==> config.mk <==
export PLATFORM = sky130hd
export DESIGN_NAME = bkpt_unit
export DESIGN_NICKNAME = d
export VERILOG_FILES = /design/src/rtl/bkpt_pkg.sv /design/src/rtl/bkpt_dp.sv /design/src/rtl/bkpt_ctrl.sv /design/src/rtl/bkpt_unit.sv
export SDC_FILE = /design/constraint.sdc
export NUM_CORES = 2
export LEC_CHECK = 0
export BUFFER_PORTS_ARGS = -buffer_cell sky130_fd_sc_hd__buf_2
export CORE_MARGIN = 10
export CORE_UTILIZATION = 40
export CTS_CLUSTER_DIAMETER = 30
export DETAILED_ROUTE_END_ITERATION = 10
export GPL_ROUTABILITY_DRIVEN = 0
export GPL_TIMING_DRIVEN = 1
export PLACE_DENSITY = 0.6
export SYNTH_ARGS = -nofsm -noshare
export SYNTH_HDL_FRONTEND = slang
export SYNTH_SLANG_ARGS = --single-unit
==> constraint.sdc <==
create_clock -name clk -period 7.8 [get_ports clk]
set_input_delay 1.56 -clock clk [delete_from_list [all_inputs] [get_ports clk]]
set_output_delay 1.56 -clock clk [all_outputs]
set_load 0.02 [all_outputs]
==> src/rtl/bkpt_pkg.sv <==
package bkpt_pkg;
  localparam int NCH  = 4;
  localparam int RAW  = 5;
  localparam int REGW = 32;

  localparam logic [RAW-1:0] R_AMASK = 5'd4;
  localparam logic [RAW-1:0] R_COND  = 5'd8;
  localparam logic [RAW-1:0] R_DATA  = 5'd12;
  localparam logic [RAW-1:0] R_DMASK = 5'd14;
  localparam logic [RAW-1:0] R_CTRL  = 5'd16;
  localparam logic [RAW-1:0] R_TSTAT = 5'd17;
  localparam logic [RAW-1:0] R_TRACE = 5'd24;

  localparam int C_EN    = 8;
  localparam int C_AFTER = 9;
  localparam int C_DATA  = 10;
  localparam int C_CNT   = 11;

  typedef struct packed {
    logic [NCH-1:0] eligible;
    logic           clrCnt;
  } ctrlStrobe_t;
endpackage

==> src/rtl/bkpt_dp.sv <==
module bkpt_dp
  import bkpt_pkg::*;
#(
  parameter int AW = 32,
  parameter int DW = 32,
  parameter int CNTW = 12,
  parameter int TPAIRS = 4
) (
  input  logic               clk,
  input  logic               rstN,
  input  logic               busValid,
  input  logic [AW-1:0]      busAddr,
  input  logic [DW-1:0]      busData,
  input  logic               busWrite,
  input  logic               busDma,
  input  logic               busFetch,
  input  logic [1:0]         busSize,
  input  logic               brValid,
  input  logic [AW-1:0]      brSrc,
  input  logic [AW-1:0]      brDst,
  input  logic               regWe,
  input  logic [RAW-1:0]     regAddr,
  input  logic [REGW-1:0]    regWdata,
  output logic [REGW-1:0]    regRdata,
  input  ctrlStrobe_t        strobe,
  output logic [NCH-1:0]     chHit,
  output logic [NCH-1:0]     chAfter,
  output logic [1:0]         seqMode,
  output logic               ctrlWrite
);
  localparam int TPW = $clog2(TPAIRS);

  logic [AW-1:0]   addrVal  [NCH];
  logic [AW-1:0]   addrMask [NCH];
  logic [REGW-1:0] cond     [NCH];
  logic [DW-1:0]   dataVal  [2];
  logic [DW-1:0]   dataMask [2];
  logic [1:0]      ctrlReg;
  logic [AW-1:0]   trSrc [TPAIRS];
  logic [AW-1:0]   trDst [TPAIRS];
  logic [TPW-1:0]  trPtr;
  logic [TPW:0]    trCnt;
  logic [TPW-1:0]  trIdx;

  assign seqMode   = ctrlReg;
  assign ctrlWrite = regWe && (regAddr == R_CTRL);

  always_ff @(posedge clk) begin
    if (!rstN) begin
      for (int i = 0; i < NCH; i++) begin
        addrVal[i] <= '0; addrMask[i] <= '0; cond[i] <= '0;
      end
      for (int i = 0; i < 2; i++) begin
        dataVal[i] <= '0; dataMask[i] <= '0;
      end
      ctrlReg <= '0;
    end else if (regWe) begin
      if (regAddr < R_AMASK)       addrVal[regAddr[1:0]]  <= AW'(regWdata);
      else if (regAddr < R_COND)   addrMask[regAddr[1:0]] <= AW'(regWdata);
      else if (regAddr < R_DATA)   cond[regAddr[1:0]]     <= regWdata;
      else if (regAddr < R_DMASK)  dataVal[regAddr[0]]    <= DW'(regWdata);
      else if (regAddr < R_CTRL)   dataMask[regAddr[0]]   <= DW'(regWdata);
      else if (regAddr == R_CTRL)  ctrlReg                <= regWdata[1:0];
    end
  end

  // per-channel comparators; C and D add data compare and a match counter
  for (genvar i = 0; i < NCH; i++) begin : g_ch
    logic [1:0] fDir, fMst, fCyc, fSz;
    logic addrOk, attrOk, dataOk, match, reached;
    assign fDir = cond[i][1:0];
    assign fMst = cond[i][3:2];
    assign fCyc = cond[i][5:4];
    assign fSz  = cond[i][7:6];
    assign addrOk = ((busAddr ^ addrVal[i]) & ~addrMask[i]) == '0;
    assign attrOk = (fDir == 2'b00 || fDir == {busWrite, ~busWrite})
                 && (fMst == 2'b00 || fMst == {busDma, ~busDma})
                 && (fCyc == 2'b00 || fCyc == {~busFetch, busFetch})
                 && (fSz  == 2'b00 || fSz  == 2'(busSize + 2'd1));
    assign match = busValid && cond[i][C_EN] && addrOk && attrOk && dataOk;
    assign chHit[i]   = match && strobe.eligible[i] && reached;
    assign chAfter[i] = cond[i][C_AFTER];

    if (i >= 2) begin : g_cnt
      logic [CNTW-1:0] cnt;
      logic [CNTW-1:0] limit;
      assign limit   = cond[i][C_CNT +: CNTW];
      assign dataOk  = !cond[i][C_DATA] ||
                       ((busData ^ dataVal[i-2]) & ~dataMask[i-2]) == '0;
      assign reached = ({1'b0, cnt} + 1'b1) >= {1'b0, limit};
      always_ff @(posedge clk) begin
        if (!rstN || strobe.clrCnt)                cnt <= '0;
        else if (match && strobe.eligible[i])      cnt <= reached ? '0 : cnt + 1'b1;
      end
    end else begin : g_plain
      assign dataOk  = 1'b1;
      assign reached = 1'b1;
    end
  end

  // branch trace ring
  always_ff @(posedge clk) begin
    if (!rstN) begin
      trPtr <= '0;
      trCnt <= '0;
      for (int k = 0; k < TPAIRS; k++) begin
        trSrc[k] <= '0; trDst[k] <= '0;
      end
    end else if (brValid) begin
      trSrc[trPtr] <= brSrc;
      trDst[trPtr] <= brDst;
      trPtr <= trPtr + 1'b1;
      if (trCnt != (TPW+1)'(TPAIRS)) trCnt <= trCnt + 1'b1;
    end
  end

  assign trIdx = TPW'((regAddr - R_TRACE) >> 1);

  always_comb begin
    regRdata = '0;
    if (regAddr < R_AMASK)       regRdata = REGW'(addrVal[regAddr[1:0]]);
    else if (regAddr < R_COND)   regRdata = REGW'(addrMask[regAddr[1:0]]);
    else if (regAddr < R_DATA)   regRdata = cond[regAddr[1:0]];
    else if (regAddr < R_DMASK)  regRdata = REGW'(dataVal[regAddr[0]]);
    else if (regAddr < R_CTRL)   regRdata = REGW'(dataMask[regAddr[0]]);
    else if (regAddr == R_CTRL)  regRdata = REGW'(ctrlReg);
    else if (regAddr == R_TSTAT) regRdata = REGW'({trCnt, trPtr});
    else if (regAddr >= R_TRACE) regRdata = regAddr[0] ? REGW'(trDst[trIdx]) : REGW'(trSrc[trIdx]);
  end
endmodule

==> src/rtl/bkpt_ctrl.sv <==
module bkpt_ctrl
  import bkpt_pkg::*;
(
  input  logic           clk,
  input  logic           rstN,
  input  logic [NCH-1:0] chHit,
  input  logic [NCH-1:0] chAfter,
  input  logic [1:0]     seqMode,
  input  logic           ctrlWrite,
  input  logic           irqAck,
  input  logic           busFetch,
  output ctrlStrobe_t    strobe,
  output logic           breakReq,
  output logic [NCH-1:0] breakChan,
  output logic           breakAfter
);
  logic [2:0]     chainStart;
  logic [1:0]     stageOff;
  logic [2:0]     stage;
  logic           clearSeq, inChain, lastHit, advance;
  logic [NCH-1:0] fireVec;

  always_comb begin
    case (seqMode)
      2'b11:   chainStart = 3'd0;
      2'b10:   chainStart = 3'd1;
      2'b01:   chainStart = 3'd2;
      default: chainStart = 3'd4;
    endcase
  end

  assign inChain  = chainStart != 3'd4;
  assign stage    = chainStart + {1'b0, stageOff};
  assign clearSeq = irqAck || ctrlWrite;

  always_comb begin
    for (int i = 0; i < NCH; i++)
      strobe.eligible[i] = !breakReq && !clearSeq &&
                           (3'(i) < chainStart || 3'(i) == stage);
    strobe.clrCnt = clearSeq;
  end

  assign lastHit = inChain && stage == 3'd3 && chHit[3];
  assign advance = inChain && stage < 3'd3 && chHit[stage[1:0]];

  always_comb begin
    for (int i = 0; i < NCH; i++)
      fireVec[i] = chHit[i] && 3'(i) < chainStart;
    if (lastHit) fireVec[3] = 1'b1;
  end

  always_ff @(posedge clk) begin
    if (!rstN || clearSeq)  stageOff <= '0;
    else if (lastHit)       stageOff <= '0;
    else if (advance)       stageOff <= stageOff + 1'b1;
  end

  always_ff @(posedge clk) begin
    if (!rstN || irqAck) begin
      breakReq   <= 1'b0;
      breakChan  <= '0;
      breakAfter <= 1'b0;
    end else if (!breakReq && fireVec != '0) begin
      breakReq   <= 1'b1;
      breakChan  <= fireVec;
      breakAfter <= busFetch && ((fireVec & chAfter) != '0);
    end
  end
endmodule

==> src/rtl/bkpt_unit.sv <==
module bkpt_unit
  import bkpt_pkg::*;
#(
  parameter int AW = 32,
  parameter int DW = 32,
  parameter int CNTW = 12,
  parameter int TPAIRS = 4
) (
  input  logic            clk,
  input  logic            rstN,
  input  logic            busValid,
  input  logic [AW-1:0]   busAddr,
  input  logic [DW-1:0]   busData,
  input  logic            busWrite,
  input  logic            busDma,
  input  logic            busFetch,
  input  logic [1:0]      busSize,
  input  logic            brValid,
  input  logic [AW-1:0]   brSrc,
  input  logic [AW-1:0]   brDst,
  input  logic            regWe,
  input  logic [4:0]      regAddr,
  input  logic [31:0]     regWdata,
  output logic [31:0]     regRdata,
  input  logic            irqAck,
  output logic            breakReq,
  output logic [3:0]      breakChan,
  output logic            breakAfter
);
  ctrlStrobe_t    strobe;
  logic [NCH-1:0] chHit, chAfter;
  logic [1:0]     seqMode;
  logic           ctrlWrite;

  bkpt_dp #(.AW(AW), .DW(DW), .CNTW(CNTW), .TPAIRS(TPAIRS)) uDp (
    .clk, .rstN, .busValid, .busAddr, .busData, .busWrite, .busDma,
    .busFetch, .busSize, .brValid, .brSrc, .brDst, .regWe, .regAddr,
    .regWdata, .regRdata, .strobe, .chHit, .chAfter, .seqMode, .ctrlWrite
  );

  bkpt_ctrl uCtrl (
    .clk, .rstN, .chHit, .chAfter, .seqMode, .ctrlWrite, .irqAck,
    .busFetch, .strobe, .breakReq, .breakChan, .breakAfter
  );
endmodule

==> results_dict.tcl <==
set metrics [dict create \
    track_usage 0.239 \
    synth_edf_count 768 \
    syn_area_per_cell_um2 13.0 \
    cts_buffer_depth 3 \
    drtIter0Drc 3476 \
    worstSkewPairLatency_ns 0.78 \
    grt_max_degree 67 \
    grt_pass1_wl_um 201000 \
    synth_cells 3114 \
    ys_types 76 \
    grt_antenna_before_repair 27 \
    grt-ovfl-total 0 \
    fin_crit_sh 0.813 \
    status "finished, final reports clean" \
    die_width_um 338 \
    num_io_pins 214 \
    worst-slew-pin-transition_ns 1.28 \
    grt_pass1_vias 27905 \
    hold_viol 0 \
    arrival_ns 4.78 \
    numCtsBuffers 177 \
    rsz0062_at_grt "no" \
    h-tree-depth 4 \
    antenna_left 0 \
    routed_wl_um 141000 \
    synthArstFlopShare 0 \
    path_class "in2out" \
    cts.sinks 807 \
    required_ns 6.24 \
    finalSetupViolCount 0 \
    hold_class "reg2reg" \
    slew_violations 0 \
    clk_pin_slew_ns 0.04 \
    synth_ff_type "edfxtp_1" \
    p_leak_nw 18.5 \
    cts_resized 0 \
    routed-via-count 27931 \
    dr.pass1.iters 7 \
    setup_tns_ns 0 \
    cp-start-kind "input port" \
    hold_slack_ns 0.450 \
    slew_headroom 0.143 \
    fin_crit_ns 6.34 \
    die_h_um 338 \
    drive_gt1_frac 0.226 \
    ys_ff_latch 807 \
    hpwl_um 96400 \
    hold_buffers 0 \
    ys_warn_count 0 \
    clock-skew-final_ns 0.0400 \
    area_growth_pct 21.4 \
    end_kind "output port" \
    drv_cap 0 \
    row_count 116 \
    core_area_um2 100000 \
    worstPathMaxFanout 48 \
    postCtsSetupRepairBufs 0 \
    io_buffers 213 \
    fmax_mhz 158 \
    max-vdd-ir-drop_mv 0.204 \
    route.detailed.drc 0 \
    start_util 0.404 \
    wl_per_cell_um 29.1 \
    die_area_um2 115000 \
    nets 3547 \
    via_per_inst 5.76 \
    ys_seq_area_frac 0.588 \
    synth_area_um2 40500 \
    ctsRootBufferMaster "clkbuf_16" \
    p_per_area_nw_per_um2 282 \
    synth_fp_nets 3320 \
    cts_tree "done" \
]
==> area by class of cell <==
class	count	area [µm²]
fillers	8715	51100
flip-flops and latches	807	23800
multi-input cells	1952	15600
clock buffers	209	4610
well taps	1357	1700
repair buffers	267	1530
clock inverters	119	1440
inverters	136	510
diodes	6	15.0
==> kinds of logic after synthesis <==
kind of cell | Yosys count | share of synthesized area
AND/OR/NAND/NOR | 1080 | 0.140
flip-flops | 807 | 0.588
buffers and inverters | 355 | 0.0350
AO/OA/AOI/OAI | 325 | 0.0540
multiplexers | 296 | 0.125
XOR/XNOR | 221 | 0.0483
adder cells (fa/ha/maj) | 30 | 0.00944
==> Yosys cell counts, types with 22 or more instances <==
cell type	n	share of area
a21oi_1	58	0.0072
and2_1	419	0.065
and3_1	75	0.012
buf_2	30	0.0037
clkbuf_1	162	0.015
dfxtp_1	39	0.019
edfxtp_1	768	0.57
ha_1	29	0.0089
inv_1	135	0.012
mux2_2	24	0.0067
mux2i_1	106	0.026
mux4_2	166	0.092
nand2_1	160	0.015
nand3_1	38	0.0047
nor2_1	258	0.024
nor3_1	27	0.0033
nor4_1	31	0.0048
o211ai_1	22	0.0041
o21ai_0	37	0.0046
o22ai_1	123	0.019
xnor2_1	204	0.044
==> per-layer routing <==
| metal | global-route usage | wire, µm |
|---|---|---|
| met1 | 0.321 | 56300 |
| met2 | 0.357 | 62200 |
| met3 | 0.0686 | 15500 |
| met4 | 0.108 | 6850 |
| met5 | 0 | 162 |
==> per-stage QoR <==
stage                     setup slack [ns]  utilization  area [µm²]  power [mW]  instances
final                                 1.46        0.491       49200        13.9       4853
after floorplan                      0.576            -       40500        5.87       3114
after global placement                1.62        0.430       43200        6.44       4519
after detailed placement              1.53        0.430       43200        6.45       4519
after global routing                  1.31        0.491       49200        14.2       4848
after CTS                             1.53        0.491       49200        13.9       4847
==> worst max-delay path: stages <==
cell       delay, ns
buf_8           0.18
buf_4           0.65
or3_1           0.80
o21ai_0         0.23
a2111oi_0       0.91
a21oi_1         0.18
buf_2           0.23
==> layout by cell type, fill, tap and decap left out, types with 6 or more instances in the layout <==
cell          n
clkinv_4      6
a211oi_1     19
buf_2       209
clkinvlp_4   19
nor2b_1       8
nor2_1      253
diode_2       6
clkinv_1     27
nand4_1      11
dfxtp_1      39
nand2b_1     17
xnor2_1     204
o221ai_1     11
mux2_2       24
nand2_1     158
buf_4        53
nor3_1       21
clkinv_2     28
o22ai_1     123
xor2_1       14
mux4_2      166
o21ai_4      13
inv_1       135
and2_1      419
o21ai_0      24
mux2i_1     106
clkbuf_1     28
nor3_2        7
and3_1       75
nand3_1      38
bufinv_16    24
nor4_1       31
o211ai_1     22
edfxtp_1    768
ha_1         29
clkbuf_16   179
a21oi_1      58
==> path summary, 6_finish.rpt <==
check        cells after the start  slack, ns          startpoint                  to
min                              2       0.45  uCtrl.breakChan[0]  uCtrl.breakChan[0]
max reg2reg                     12       3.08      uDp.seqMode[1]    uCtrl.breakAfter
min reg2reg                      2       0.45  uCtrl.breakChan[0]  uCtrl.breakChan[0]
max                              7       1.46          regAddr[1]         regRdata[2]
==> registers in the layout, summed over array words and instances (netlist names), 2 cells and up <==
signal	cells
uDp.seqMode	2
uDp.trCnt	3
uDp.trSrc	128
uDp.dataMask	64
uCtrl.stageOff	2
uDp.g_ch.g_cnt.cnt	24
uCtrl.breakChan	4
uDp.addrVal	128
uDp.trPtr	2
uDp.addrMask	128
uDp.dataVal	64
uDp.cond	128
uDp.trDst	128
==> power breakdown <==
part	switching [mW]	internal, mW
registers	0.145	5.02
logic	0.815	0.433
clock network	2.49	5.01
total	3.45	10.5
(Power assumes the default switching activity.)
